## config.mk

```make
export PLATFORM = sky130hd
export DESIGN_NAME = rs_array
export DESIGN_NICKNAME = d
export VERILOG_FILES = /design/src/rtl/rs_pkg.sv /design/src/rtl/rs_ctrl.sv /design/src/rtl/rs_datapath.sv /design/src/rtl/rs_array.sv
export SDC_FILE = /design/constraint.sdc
export NUM_CORES = 1
export LEC_CHECK = 0
export BUFFER_PORTS_ARGS = -buffer_cell sky130_fd_sc_hd__buf_2
export CAP_MARGIN = 40
export CORE_MARGIN = 3
export CORE_UTILIZATION = 55
export CTS_BUF_LIST = sky130_fd_sc_hd__clkbuf_16
export CTS_CLUSTER_DIAMETER = 60
export DETAILED_ROUTE_END_ITERATION = 12
export HOLD_SLACK_MARGIN = 0.08
export PLACE_DENSITY = 0.87
export SLEW_MARGIN = 10
export SYNTH_ARGS = -nofsm -noshare
export SYNTH_HDL_FRONTEND = slang
export SYNTH_SLANG_ARGS = --single-unit
```

## constraint.sdc

```tcl
create_clock -name clk -period 4.6 [get_ports clk]
set_input_delay 0.23 -clock clk [delete_from_list [all_inputs] [get_ports clk]]
set_output_delay 0.23 -clock clk [all_outputs]
set_load 0.05 [all_outputs]
```

## src/rtl/rs_pkg.sv

```systemverilog
package rs_pkg;
  localparam int RS_N  = 5;
  localparam int TAG_W = $clog2(RS_N);

  typedef enum logic [1:0] {
    UNIT_INT = 2'd0,
    UNIT_LD  = 2'd1,
    UNIT_ST  = 2'd2,
    UNIT_FP  = 2'd3
  } unit_e;

  // station-to-unit binding: the last stations share the FP unit type
  function automatic unit_e unitOf(input int idx);
    case (idx)
      0:       return UNIT_INT;
      1:       return UNIT_LD;
      2:       return UNIT_ST;
      default: return UNIT_FP;
    endcase
  endfunction

  typedef struct packed {
    logic             allocEn;
    logic [TAG_W-1:0] allocIdx;
    logic             cdbEn;
    logic [TAG_W-1:0] cdbIdx;
  } rs_strobe_t;
endpackage

```

## src/rtl/rs_ctrl.sv

```systemverilog
module rs_ctrl
  import rs_pkg::*;
(
  input  logic             clk,
  input  logic             rstN,
  input  logic             dispValid,
  input  logic [1:0]       dispUnit,
  input  logic             dispHasDst,
  input  logic [RS_N-1:0]  doneVec,
  input  logic [RS_N-1:0]  srcPending,
  output rs_strobe_t       strb,
  output logic [RS_N-1:0]  busyVec,
  output logic [RS_N-1:0]  readyVec,
  output logic [RS_N-1:0]  freeNow,
  output logic             dispStall
);
  logic [RS_N-1:0] hasDst;
  logic [RS_N-1:0] typeMatch;
  logic [RS_N-1:0] accepted;
  logic [RS_N-1:0] bcastCand;
  logic [RS_N-1:0] avail;
  logic [RS_N-1:0] allocOh;
  logic            found;

  for (genvar g = 0; g < RS_N; g++) begin : g_type
    assign typeMatch[g] = (dispUnit == unitOf(g));
  end

  assign readyVec  = busyVec & ~srcPending;
  assign accepted  = doneVec & readyVec;
  assign bcastCand = accepted & hasDst;

  always_comb begin
    strb.cdbEn  = 1'b0;
    strb.cdbIdx = '0;
    for (int i = RS_N - 1; i >= 0; i--) begin
      if (bcastCand[i]) begin
        strb.cdbEn  = 1'b1;
        strb.cdbIdx = TAG_W'(i);
      end
    end
    freeNow = accepted & ~hasDst;
    if (strb.cdbEn) freeNow[strb.cdbIdx] = 1'b1;
  end

  assign avail = (~busyVec | freeNow) & typeMatch;

  always_comb begin
    found         = 1'b0;
    strb.allocIdx = '0;
    for (int i = RS_N - 1; i >= 0; i--) begin
      if (avail[i]) begin
        found         = 1'b1;
        strb.allocIdx = TAG_W'(i);
      end
    end
    strb.allocEn = dispValid && found;
    allocOh      = '0;
    if (strb.allocEn) allocOh[strb.allocIdx] = 1'b1;
  end

  assign dispStall = !found;

  always_ff @(posedge clk) begin
    if (!rstN) begin
      busyVec <= '0;
      hasDst  <= '0;
    end else begin
      busyVec <= (busyVec & ~freeNow) | allocOh;
      if (strb.allocEn) hasDst[strb.allocIdx] <= dispHasDst;
    end
  end

  a_r10_alloc_busy: assert property (@(posedge clk) disable iff (!rstN)
    strb.allocEn |=> busyVec[$past(strb.allocIdx)]);

  for (genvar g = 0; g < RS_N; g++) begin : g_chk
    a_r11_freed_idle: assert property (@(posedge clk) disable iff (!rstN)
      (freeNow[g] && !(strb.allocEn && strb.allocIdx == TAG_W'(g))) |=> !busyVec[g]);
    a_r12_free_not_done: assert property (@(posedge clk) disable iff (!rstN)
      (!busyVec[g] && !(strb.allocEn && strb.allocIdx == TAG_W'(g))) |=> !busyVec[g]);
  end
endmodule

```

## src/rtl/rs_datapath.sv

```systemverilog
module rs_datapath
  import rs_pkg::*;
#(
  parameter int DATA_W = 16,
  parameter int ARCH_N = 8,
  parameter int OP_W   = 4,
  localparam int AREG_W = $clog2(ARCH_N)
)(
  input  logic               clk,
  input  logic               rstN,
  input  rs_strobe_t         strb,
  input  logic [RS_N-1:0]    busyVec,
  input  logic [OP_W-1:0]    dispOp,
  input  logic [AREG_W-1:0]  dispDst,
  input  logic               dispHasDst,
  input  logic [AREG_W-1:0]  dispSrc1,
  input  logic [AREG_W-1:0]  dispSrc2,
  input  logic [RS_N*DATA_W-1:0] doneData,
  input  logic [TAG_W-1:0]   rdIdx,
  input  logic [AREG_W-1:0]  archIdx,
  output logic [RS_N-1:0]    srcPending,
  output logic [DATA_W-1:0]  cdbData,
  output logic [OP_W-1:0]    rdOp,
  output logic [AREG_W-1:0]  rdDst,
  output logic [DATA_W-1:0]  rdV1,
  output logic [DATA_W-1:0]  rdV2,
  output logic [DATA_W-1:0]  archData,
  output logic               archPending,
  output logic [TAG_W-1:0]   archTag
);
  logic [OP_W-1:0]   opQ  [RS_N];
  logic [AREG_W-1:0] dstQ [RS_N];
  logic              t1V  [RS_N];
  logic              t2V  [RS_N];
  logic [TAG_W-1:0]  t1Q  [RS_N];
  logic [TAG_W-1:0]  t2Q  [RS_N];
  logic [DATA_W-1:0] v1Q  [RS_N];
  logic [DATA_W-1:0] v2Q  [RS_N];
  logic [DATA_W-1:0] doneArr [RS_N];

  logic [DATA_W-1:0] regQ  [ARCH_N];
  logic              statV [ARCH_N];
  logic [TAG_W-1:0]  statT [ARCH_N];

  logic              s1Pend, s2Pend;
  logic [TAG_W-1:0]  s1Tag, s2Tag;
  logic [DATA_W-1:0] s1Val, s2Val;
  logic [AREG_W-1:0] wbDst;
  logic              wbLive;

  for (genvar g = 0; g < RS_N; g++) begin : g_unpack
    assign doneArr[g]    = doneData[g*DATA_W +: DATA_W];
    assign srcPending[g] = t1V[g] | t2V[g];
  end

  assign cdbData = strb.cdbEn ? doneArr[strb.cdbIdx] : '0;
  assign wbDst   = dstQ[strb.cdbIdx];
  assign wbLive  = strb.cdbEn && statV[wbDst] && (statT[wbDst] == strb.cdbIdx);

  // operand capture: register value, producer tag, or same-cycle bus value
  always_comb begin
    s1Tag  = statT[dispSrc1];
    s1Pend = statV[dispSrc1] && !(strb.cdbEn && s1Tag == strb.cdbIdx);
    s1Val  = !statV[dispSrc1] ? regQ[dispSrc1] : (s1Pend ? '0 : cdbData);
    s2Tag  = statT[dispSrc2];
    s2Pend = statV[dispSrc2] && !(strb.cdbEn && s2Tag == strb.cdbIdx);
    s2Val  = !statV[dispSrc2] ? regQ[dispSrc2] : (s2Pend ? '0 : cdbData);
  end

  always_ff @(posedge clk) begin
    if (!rstN) begin
      for (int r = 0; r < ARCH_N; r++) begin
        regQ[r]  <= '0;
        statV[r] <= 1'b0;
        statT[r] <= '0;
      end
    end else begin
      if (wbLive) begin
        regQ[wbDst]  <= cdbData;
        statV[wbDst] <= 1'b0;
      end
      if (strb.allocEn && dispHasDst) begin
        statV[dispDst] <= 1'b1;
        statT[dispDst] <= strb.allocIdx;
      end
    end
  end

  for (genvar g = 0; g < RS_N; g++) begin : g_entry
    logic isAlloc;
    assign isAlloc = strb.allocEn && (strb.allocIdx == TAG_W'(g));

    always_ff @(posedge clk) begin
      if (!rstN) begin
        opQ[g] <= '0; dstQ[g] <= '0;
        t1V[g] <= 1'b0; t2V[g] <= 1'b0;
        t1Q[g] <= '0; t2Q[g] <= '0;
        v1Q[g] <= '0; v2Q[g] <= '0;
      end else if (isAlloc) begin
        opQ[g] <= dispOp; dstQ[g] <= dispDst;
        t1V[g] <= s1Pend; t1Q[g] <= s1Tag; v1Q[g] <= s1Val;
        t2V[g] <= s2Pend; t2Q[g] <= s2Tag; v2Q[g] <= s2Val;
      end else begin
        if (strb.cdbEn && t1V[g] && t1Q[g] == strb.cdbIdx) begin
          t1V[g] <= 1'b0; v1Q[g] <= cdbData;
        end
        if (strb.cdbEn && t2V[g] && t2Q[g] == strb.cdbIdx) begin
          t2V[g] <= 1'b0; v2Q[g] <= cdbData;
        end
      end
    end

    a_r6_wait_live: assert property (@(posedge clk) disable iff (!rstN)
      (t1V[g] || t2V[g]) |-> busyVec[g]);
    a_r4_tag1_live: assert property (@(posedge clk) disable iff (!rstN)
      t1V[g] |-> busyVec[t1Q[g]]);
    a_r7_snoop_capture: assert property (@(posedge clk) disable iff (!rstN)
      (strb.cdbEn && t1V[g] && t1Q[g] == strb.cdbIdx && !isAlloc)
        |=> (!t1V[g] && v1Q[g] == $past(cdbData)));
  end

  for (genvar r = 0; r < ARCH_N; r++) begin : g_stat_chk
    a_r9_status_live: assert property (@(posedge clk) disable iff (!rstN)
      statV[r] |-> busyVec[statT[r]]);
  end

  assign rdOp        = opQ[rdIdx];
  assign rdDst       = dstQ[rdIdx];
  assign rdV1        = v1Q[rdIdx];
  assign rdV2        = v2Q[rdIdx];
  assign archData    = regQ[archIdx];
  assign archPending = statV[archIdx];
  assign archTag     = statT[archIdx];
endmodule

```

## src/rtl/rs_array.sv

```systemverilog
module rs_array
  import rs_pkg::*;
#(
  parameter int DATA_W = 16,
  parameter int ARCH_N = 8,
  parameter int OP_W   = 4,
  localparam int AREG_W = $clog2(ARCH_N)
)(
  input  logic                   clk,
  input  logic                   rstN,
  input  logic                   dispValid,
  input  logic [1:0]             dispUnit,
  input  logic [OP_W-1:0]        dispOp,
  input  logic [AREG_W-1:0]      dispDst,
  input  logic                   dispHasDst,
  input  logic [AREG_W-1:0]      dispSrc1,
  input  logic [AREG_W-1:0]      dispSrc2,
  output logic                   dispStall,
  output logic [TAG_W-1:0]       dispTag,
  input  logic [RS_N-1:0]        doneVec,
  input  logic [RS_N*DATA_W-1:0] doneData,
  output logic [RS_N-1:0]        readyVec,
  output logic [RS_N-1:0]        doneAck,
  output logic                   cdbValid,
  output logic [TAG_W-1:0]       cdbTag,
  output logic [DATA_W-1:0]      cdbData,
  input  logic [TAG_W-1:0]       rdIdx,
  output logic [OP_W-1:0]        rdOp,
  output logic [AREG_W-1:0]      rdDst,
  output logic [DATA_W-1:0]      rdV1,
  output logic [DATA_W-1:0]      rdV2,
  input  logic [AREG_W-1:0]      archIdx,
  output logic [DATA_W-1:0]      archData,
  output logic                   archPending,
  output logic [TAG_W-1:0]       archTag
);
  rs_strobe_t      strb;
  logic [RS_N-1:0] busyVec;
  logic [RS_N-1:0] srcPending;

  rs_ctrl u_ctrl (
    .clk(clk), .rstN(rstN), .dispValid(dispValid), .dispUnit(dispUnit),
    .dispHasDst(dispHasDst), .doneVec(doneVec), .srcPending(srcPending),
    .strb(strb), .busyVec(busyVec), .readyVec(readyVec), .freeNow(doneAck),
    .dispStall(dispStall)
  );

  rs_datapath #(.DATA_W(DATA_W), .ARCH_N(ARCH_N), .OP_W(OP_W)) u_dp (
    .clk(clk), .rstN(rstN), .strb(strb), .busyVec(busyVec),
    .dispOp(dispOp), .dispDst(dispDst), .dispHasDst(dispHasDst),
    .dispSrc1(dispSrc1), .dispSrc2(dispSrc2), .doneData(doneData),
    .rdIdx(rdIdx), .archIdx(archIdx), .srcPending(srcPending),
    .cdbData(cdbData), .rdOp(rdOp), .rdDst(rdDst), .rdV1(rdV1), .rdV2(rdV2),
    .archData(archData), .archPending(archPending), .archTag(archTag)
  );

  assign dispTag  = strb.allocIdx;
  assign cdbValid = strb.cdbEn;
  assign cdbTag   = strb.cdbIdx;
endmodule

```

==> reports/metrics.csv, run 1 <==
metric,value,unit
mapped cell area,22200,µm²
post-layout minimum cycle time,4.35,ns
Worst Path Required,4.37,ns
P per Cell Area,350,nW/µm²
Final Cycle Share,94.7,%
Final Net Count,1983,
vias in the first global route,17000,
final core utilization,64.9,%
vias per std cell,7.21,
"Design Area, Final",25400,µm²
Max stage delay on crit path,0.60,ns
Total GRT Usage,33.1,%
peak supply drop,230,µV
Worst Slack Setup Final,0.246,ns
largest net degree at the start of global routing,48,
CTS sink cnt,405,
crit path cell chain,and4bb_2 -> a211oi_1 -> buf_4 -> o21ai_2 -> and2_1 -> a21oi_1 -> a311o_1 -> inv_1 -> buf_2,
Int Pwr,6.56,mW
Synth Flop Type,edfxtp_1,
switching share of total power,26.3,%
RSZ-0062 raised after global routing,false,
# IOs,203,
Routed Antenna Nets,0,
Reg area,12000,µm²
row cnt,72,
Die W,207,µm
"Async S/R FF share, synth",0,%
WL per Instance,29.5,µm
"Hold-fix buffers, CTS",7,
measured slew at the worst slew-check pin,0.889,ns
"CTS clk-pin slew, worst paths",0.06,ns
"Net Count, Synth",1798,
multi-input logic area,9420,µm²
final setup skew,0.0265,ns
clock power share,38.0,%
fmax,0.230,GHz
TritonCTS clock tree,done,
cell leakage power,9.25,nW
Filler Cell Count,2738,
Post-synth EDFFs,385,
post-CTS sizing,0,
layout cells sized above 1,33.2,%
first drt pass iteration count,6,
Starting DRT DRC Count,2715,
Setup Viol. Count Final,0,
gr ovfl total,0,
vias,17500,
Core Area,39200,µm²
Inserted Clock Buffers,41,
Yosys warning total,0,
RePlAce Congestion,0.973,
status,finished clean,
Startpoint Class,flip-flop,
hpwl dp,49100,µm
Max transition margin,40.7,%
Clock Latency Late Sink,0.57,ns
net switching power,2.34,mW
Synth cell types,69,
Combinational Power Share,13.6,%
Crit Path Max Fanout,16,
"commonest non-fill, non-tap cell in the layout",edfxtp_1,
die height,207,µm
number of antenna violations at the first check in global routing,2,
CP endpoint kind,output pin,
Crit path arrival time,4.12,ns
dpl ws,0.394,ns
Post-Route WL,71500,µm
Post-DP Area,24000,µm²
CP max stage cell,and2_1,
Seq pwr share,48.4,%
Max-Cap Viols,0,
max-slew violations,0,
area growth from synthesis to layout,14.8,%
critical path class,reg -> out,
DIE AREA,42700,µm²
DR DRC count,0,
CTS H-tree lvls,2,
most frequent cells in the layout,"385 x edfxtp_1, 248 x nor2_1, 202 x buf_2, 180 x o22ai_1, 160 x mux4_2",
post-synthesis cell count,1688,
CP top delay family,compound AO/OA/AOI/OAI gates,
"Setup Fix Bufs, Post-CTS",0,
clock root buffer,clkbuf_16,
crit path buf inv count,3,
"Hold Violations, Final",0,
Worst Hold Class,in -> reg,
sequential area share after synthesis,54.0,%
IO buf count,202,
CTS Buffer Depth,3,
first-pass GRT wire length,106000,µm
post-synthesis register bit count,405,
setup TNS,0,ns
mean area per synthesized cell,13.1,µm²
Starting Density,56.5,%
==> synthesized netlist by cell type, drive strengths merged (3+ instances only) <==
library cell	instances	area (µm²)
a211oi	4	30.0
a21boi	3	22.5
a21o	10	75.1
a21oi	36	180
a22oi	33	248
a311o	16	160
a311oi	3	26.3
a31oi	4	25.0
a32o	4	40.0
a32oi	5	43.8
and3	11	68.8
buf	30	130
clkbuf	129	484
dfxtp	20	400
edfxtp	385	11600
inv	52	195
mux2	93	1050
mux2i	16	160
mux4	160	3600
nand2	84	315
nand3	27	140
nand4	9	56.3
nand4b	3	26.3
nand4bb	4	45.0
nor2	249	935
nor3	9	45.0
nor3b	4	35.0
o2111ai	8	76.3
o21ai	18	90.1
o22ai	182	1150
o311ai	3	41.3
o31a	6	52.6
o31ai	4	48.8
or3	8	50.1
xnor2	24	210
xor2	3	26.3
==> state kept, by name, summed over array words and instances (netlist names) <==
register / count
u_ctrl.busyVec: 5
u_ctrl.hasDst: 5
u_dp.dstQ: 15
u_dp.opQ: 20
u_dp.regQ: 128
u_dp.statT: 24
u_dp.statV: 8
u_dp.t1Q: 15
u_dp.t1V: 5
u_dp.t2Q: 15
u_dp.t2V: 5
u_dp.v1Q: 80
u_dp.v2Q: 80
==> final cells by class <==
class / instances / area share (%)
Clock buffer: 42 / 4.13
Multi-Input combinational cell: 1072 / 37.0
Tap cell: 518 / 2.55
Timing Repair Buffer: 301 / 7.39
Inverter: 52 / 0.767
Antenna cell: 1 / 0.00984
Clock inverter: 32 / 1.13
Sequential cell: 405 / 47.0
==> worst reg2reg max path, stage by stage (launching register included) <==
cell and delay, ns:
edfxtp_1 0.42, nand4bb_1 0.38, o22a_1 0.42, nand3_2 0.15
buf_4 0.28, a31o_1 0.44, a311oi_1 0.15, a21boi_1 0.19
nor4_4 0.41, o2111ai_2 0.23, or4_1 0.58, nand2_1 0.10
buf_4 0.24
==> logic make-up after synthesis <==
family	count (synthesis)	share of synthesized area, %
flip-flops	405	54.0
buffers and inverters	211	3.65
XOR/XNOR	27	1.07
AND/OR/NAND/NOR	420	8.30
multiplexers	269	21.7
AO/OA/AOI/OAI	356	11.3
==> power groups by stage <==
stage / Clock (mW) / Combinational (mW) / Sequential (mW)
after floorplan: 0 / 0.816 / 4.33
after global placement: 0 / 1.15 / 4.36
after detailed placement: 0 / 1.18 / 4.38
after CTS: 3.37 / 1.20 / 4.30
after global routing: 3.50 / 1.27 / 4.32
final: 3.38 / 1.21 / 4.31
==> per-stage QoR <==
step | cells | hold WS [ns] | power, mW
after floorplan | 1688 | 0.378 | 5.15
after global routing | 2422 | 0.145 | 9.09
after CTS | 2422 | 0.0850 | 8.87
after detailed placement | 2341 | 0.488 | 5.55
after global placement | 2333 | 0.471 | 5.51
final | 2423 | 0.128 | 8.90
==> path summary, 6_finish.rpt <==
path                                              startpoint                             to  slack, ns  cells after the start
worst max register to register     u_dp.t2V[2]$_SDFFCE_PP0P_  u_dp.regQ[3][6]$_SDFFCE_PN0P_       0.30                     12
worst max-delay path               u_dp.t2V[2]$_SDFFCE_PP0P_                    cdbData[11]       0.25                      9
worst min register to register  u_ctrl.busyVec[0]$_SDFF_PN0_   u_ctrl.busyVec[0]$_SDFF_PN0_       0.50                      2
worst min-delay path                               dispValid  u_ctrl.hasDst[1]$_SDFFE_PN0P_       0.13                      4
==> metal layers <==
layer | share of wire [%] | track usage [%] | routed length, µm
met1 | 33 | 43.6 | 23600
met3 | 16 | 9.11 | 11100
met5 | 0.017 | 0 | 12
met2 | 47 | 53.4 | 33900
met4 | 4.0 | 12.5 | 2840
No activity file was read; power rests on OpenSTA's default activity.
==> run 2, diff against run 1 <==
--- a/config.mk
+++ b/config.mk
@@ -5,15 +5,17 @@
 export SDC_FILE = /design/constraint.sdc
 export NUM_CORES = 1
 export LEC_CHECK = 0
+export ABC_AREA = 1
 export BUFFER_PORTS_ARGS = -buffer_cell sky130_fd_sc_hd__buf_2
 export CAP_MARGIN = 40
+export CORE_ASPECT_RATIO = 1.25
 export CORE_MARGIN = 3
 export CORE_UTILIZATION = 55
 export CTS_BUF_LIST = sky130_fd_sc_hd__clkbuf_16
 export CTS_CLUSTER_DIAMETER = 60
 export DETAILED_ROUTE_END_ITERATION = 12
 export HOLD_SLACK_MARGIN = 0.08
-export PLACE_DENSITY = 0.87
+export PLACE_DENSITY = 0.86
 export SLEW_MARGIN = 10
 export SYNTH_ARGS = -nofsm -noshare
 export SYNTH_HDL_FRONTEND = slang
==> run 2 against run 1 <==
  * Die area up 5.1%
  * Maximum frequency up 1.3%
  * Hold slack better by 0.028 ns
  * Register-to-register slack better by 0.12 ns
  * Clock-buffer cell count down 1
  * Combinational power up 17%
  * Non-clock buffer count down 2
  * Cell count up 43%
  * Via count up 28%
  * Critical path depth up 4
  * Critical endpoint is now cdbData[3]
==> reports/metrics.csv, run 2 <==
metric,value,unit,change
status,finished clean,,
Crit Path Max Fanout,35,,+19
post-layout minimum cycle time,4.30,ns,-0.0565 ns
post-CTS sizing,0,,unchanged
largest net degree at the start of global routing,79,,+65%
vias,22300,,+28%
WL per Instance,23.5,µm,-20%
Layout Cells excl Fill,3467,,+43%
Yosys warning total,0,,unchanged
hpwl dp,55000,µm,+12%
most frequent cells after synthesis,"511 x nor2_1, 385 x edfxtp_1, 340 x o21ai_0",,
Die W,190,µm,-8.0%
Synth Flop Type,edfxtp_1,,
P per Cell Area,337,nW/µm²,-3.7%
Core Area,41400,µm²,+5.7%
Routed Antenna Nets,0,,unchanged
post-synthesis cell count,2757,,+63%
vias per std cell,6.43,,-11%
Yosys top cell area share,49.6,%,-2.6 points
"Hold-fix buffers, CTS",6,,-1
number of antenna violations at the first check in global routing,0,,-2
final setup skew,0.0272,ns,+0.000670 ns
crit path from,u_dp.t2V[3]$_SDFFCE_PP0P_,,
# IOs,203,,unchanged
Top reg by flops,u_dp.regQ,,
setup TNS,0,ns,unchanged
mean area per synthesized cell,8.45,µm²,-36%
clock root buffer,clkbuf_16,,
cell leakage power,10.2,nW,+10%
"Async S/R FF share, synth",0,%,unchanged
row cnt,83,,+15%
measured slew at the worst slew-check pin,0.894,ns,+0.00463 ns
TritonCTS clock tree,done,,
max-slew violations,0,,unchanged
"Net Count, Synth",2867,,+59%
CTS sink cnt,405,,unchanged
peak supply drop,315,µV,+37%
reg2reg start,u_dp.t2V[3]$_SDFFCE_PP0P_,,
most frequent cells in the layout,"511 x nor2_1, 385 x edfxtp_1, 340 x o21ai_0, 339 x nand2_1, 253 x a21oi_1",,
Post-synth EDFFs,385,,unchanged
simple-gate share of the synthesized area,21.0,%,+13 points
Placed Cells,3392,,+45%
Startpoint Class,flip-flop,,
post-synthesis register bit count,405,,unchanged
CP endpoint kind,output pin,,
die height,236,µm,+14%
Worst setup endpoint,cdbData[3],,
gr ovfl total,0,,unchanged
Total GRT Usage,35.0,%,+1.9 points
Final Cycle Share,93.4,%,-1.2 points
RePlAce Congestion,1.02,,+4.4%
"top cells by area, synth","edfxtp_1 50%, nor2_1 8.2%, o21ai_0 7.3%, a21oi_1 5.5%, nand2_1 5.5%",,
Hold Crit Depth,4,,unchanged
Synth Area in Compound Gates,19.6,%,+8.3 points
Starting DRT DRC Count,3832,,+41%
Post-Route WL,81600,µm,+14%
vias in the first global route,21000,,+23%
layout cells sized above 1,16.9,%,-16 points
"CTS clk-pin slew, worst paths",0.06,ns,about the same
Max stage delay on crit path,0.43,ns,-0.17 ns
Worst Path Required,4.37,ns,about the same
Max-Cap Viols,0,,unchanged
fmax,0.233,GHz,+1.3%
mux share of post-synthesis cell area,0,%,-22 points
first-pass GRT wire length,122000,µm,+15%
DR DRC count,0,,unchanged
Max transition margin,40.3,%,-0.45 points
mapped cell area,23300,µm²,+5.2%
CP max stage cell,edfxtp_1,,
Final Net Count,2998,,+51%
"area leader, netlist",edfxtp_1,,
CTS Buffer Depth,3,,unchanged
Inserted Clock Buffers,40,,-2.4%
"Hold Violations, Final",0,,unchanged
R2R Setup Slk,0.42,ns,+0.12 ns
DIE AREA,44900,µm²,+5.1%
critical path class,reg -> out,,
first drt pass iteration count,7,,+1
Setup Viol. Count Final,0,,unchanged
CTS H-tree lvls,2,,unchanged
Post-Synth Adder-Cell Area,0,%,unchanged
max reg flops,128,,unchanged
Ant. Diodes,0,,-1
hold_sp,dispDst[0],,
Crit path arrival time,4.07,ns,-0.05 ns
main combinational cell family by area after synthesis,simple AND/OR/NAND/NOR gates,,
Worst Reg-to-Reg Cells,19,,+7
crit path cell chain,nor2_1 -> nand3_2 -> nor2_1 -> nand2_1 -> nand2_4 -> nand2_4 -> inv_2 -> buf_4 -> nand2_1 -> nand3_1 -> nand3_2 -> inv_1 -> buf_2,,
area growth from synthesis to layout,11.9,%,
"Setup Fix Bufs, Post-CTS",0,,unchanged
XOR/XNOR share of the synthesized area,1.28,%,+0.21 points
Worst Hold Class,in -> reg,,
Clock Latency Late Sink,0.57,ns,about the same
Synth cell types,47,,-32%
IO buf count,202,,unchanged
RR Endpoint,u_dp.regQ[4][9]$_SDFFCE_PN0P_,,
sequential area share after synthesis,51.3,%,-2.7 points
RSZ-0062 raised after global routing,false,,
"commonest non-fill, non-tap cell in the layout",nor2_1,,
Largest regs,"u_dp.regQ x128, u_dp.v1Q x80, u_dp.v2Q x80",,
Starting Density,56.2,%,-0.30 points
top-count cell post-synth,nor2_1,,
-- run 2: cell count changes in the layout (fill, tap and decap cells not counted), moves of 93 or more --
cell	change
a21oi_1	+217
inv_1	+107
mux2_2	-93
mux4_2	-160
nand2_1	+255
nor2_1	+263
o21ai_0	+327
-- run 2: power breakdown --
group	switching [mW]	internal [mW]	total [mW]
clock network	1.43	1.62	3.05
logic	1.06	0.358	1.42
registers	0.0850	4.22	4.31
total	2.58	6.20	8.78
-- run 2: metrics by stage --
| stage | hold slack [ns] | total power [mW] | setup WS [ns] | instance area (µm²) | utilization [%] |
|---|---|---|---|---|---|
| 5_1_grt | 0.168 | 9.01 | 0.156 | 26100 | 62.9 |
| 2_1_floorplan | 0.419 | 5.28 | 0.0567 | 23300 | - |
| 3_3_place_gp | 0.486 | 5.71 | 0.638 | 24700 | 59.7 |
| 3_5_place_dp | 0.504 | 5.75 | 0.572 | 24800 | 60.0 |
| 4_1_cts | 0.140 | 8.72 | 0.413 | 26100 | 62.9 |
| 6_report | 0.156 | 8.78 | 0.302 | 26100 | 62.9 |
-- run 2: worst min path at each step --
stage,end,slack [ns]
2_1_floorplan,u_ctrl.busyVec[4]$_SDFF_PN0_,0.42
3_3_place_gp,u_ctrl.hasDst[4]$_SDFFE_PN0P_,0.49
3_5_place_dp,u_ctrl.hasDst[0]$_SDFFE_PN0P_,0.50
4_1_cts,u_dp.statV[2]$_DFF_P_,0.14
5_1_grt,u_dp.statV[6]$_DFF_P_,0.17
6_report,u_dp.statV[2]$_DFF_P_,0.16
-- run 2: worst max-delay path, delay by kind of cell (launching register included) --
family | cells | cell delay, ns
buffers and inverters | 4 | 1.33
flip-flops | 1 | 0.43
AND/OR/NAND/NOR | 9 | 1.71
-- run 2: layout make-up --
type	count	area [µm²]
clock inverters	28	140
inverters	176	666
well taps	552	691
clock buffers	41	1030
flip-flops and latches	405	12000
repair buffers	299	1820
fillers	3397	15400
multi-input cells	1966	9770
-- run 2: logic make-up (layout without fill, tap and decap cells) --
family          count (synthesis)  count (layout)
buf+inv                       386             544
flops                         405             405
xor+xnor                       34              34
compound gates                840             840
simple gates                 1092            1092
-- run 2: layer usage --
layer	track usage, %	part of all wire [%]	vias up
met4	14.7	4.9	0
met5	0	0	-
met3	7.52	15	302
met2	56.7	47	1864
met1	45.7	34	10300
li1	-	-	9855
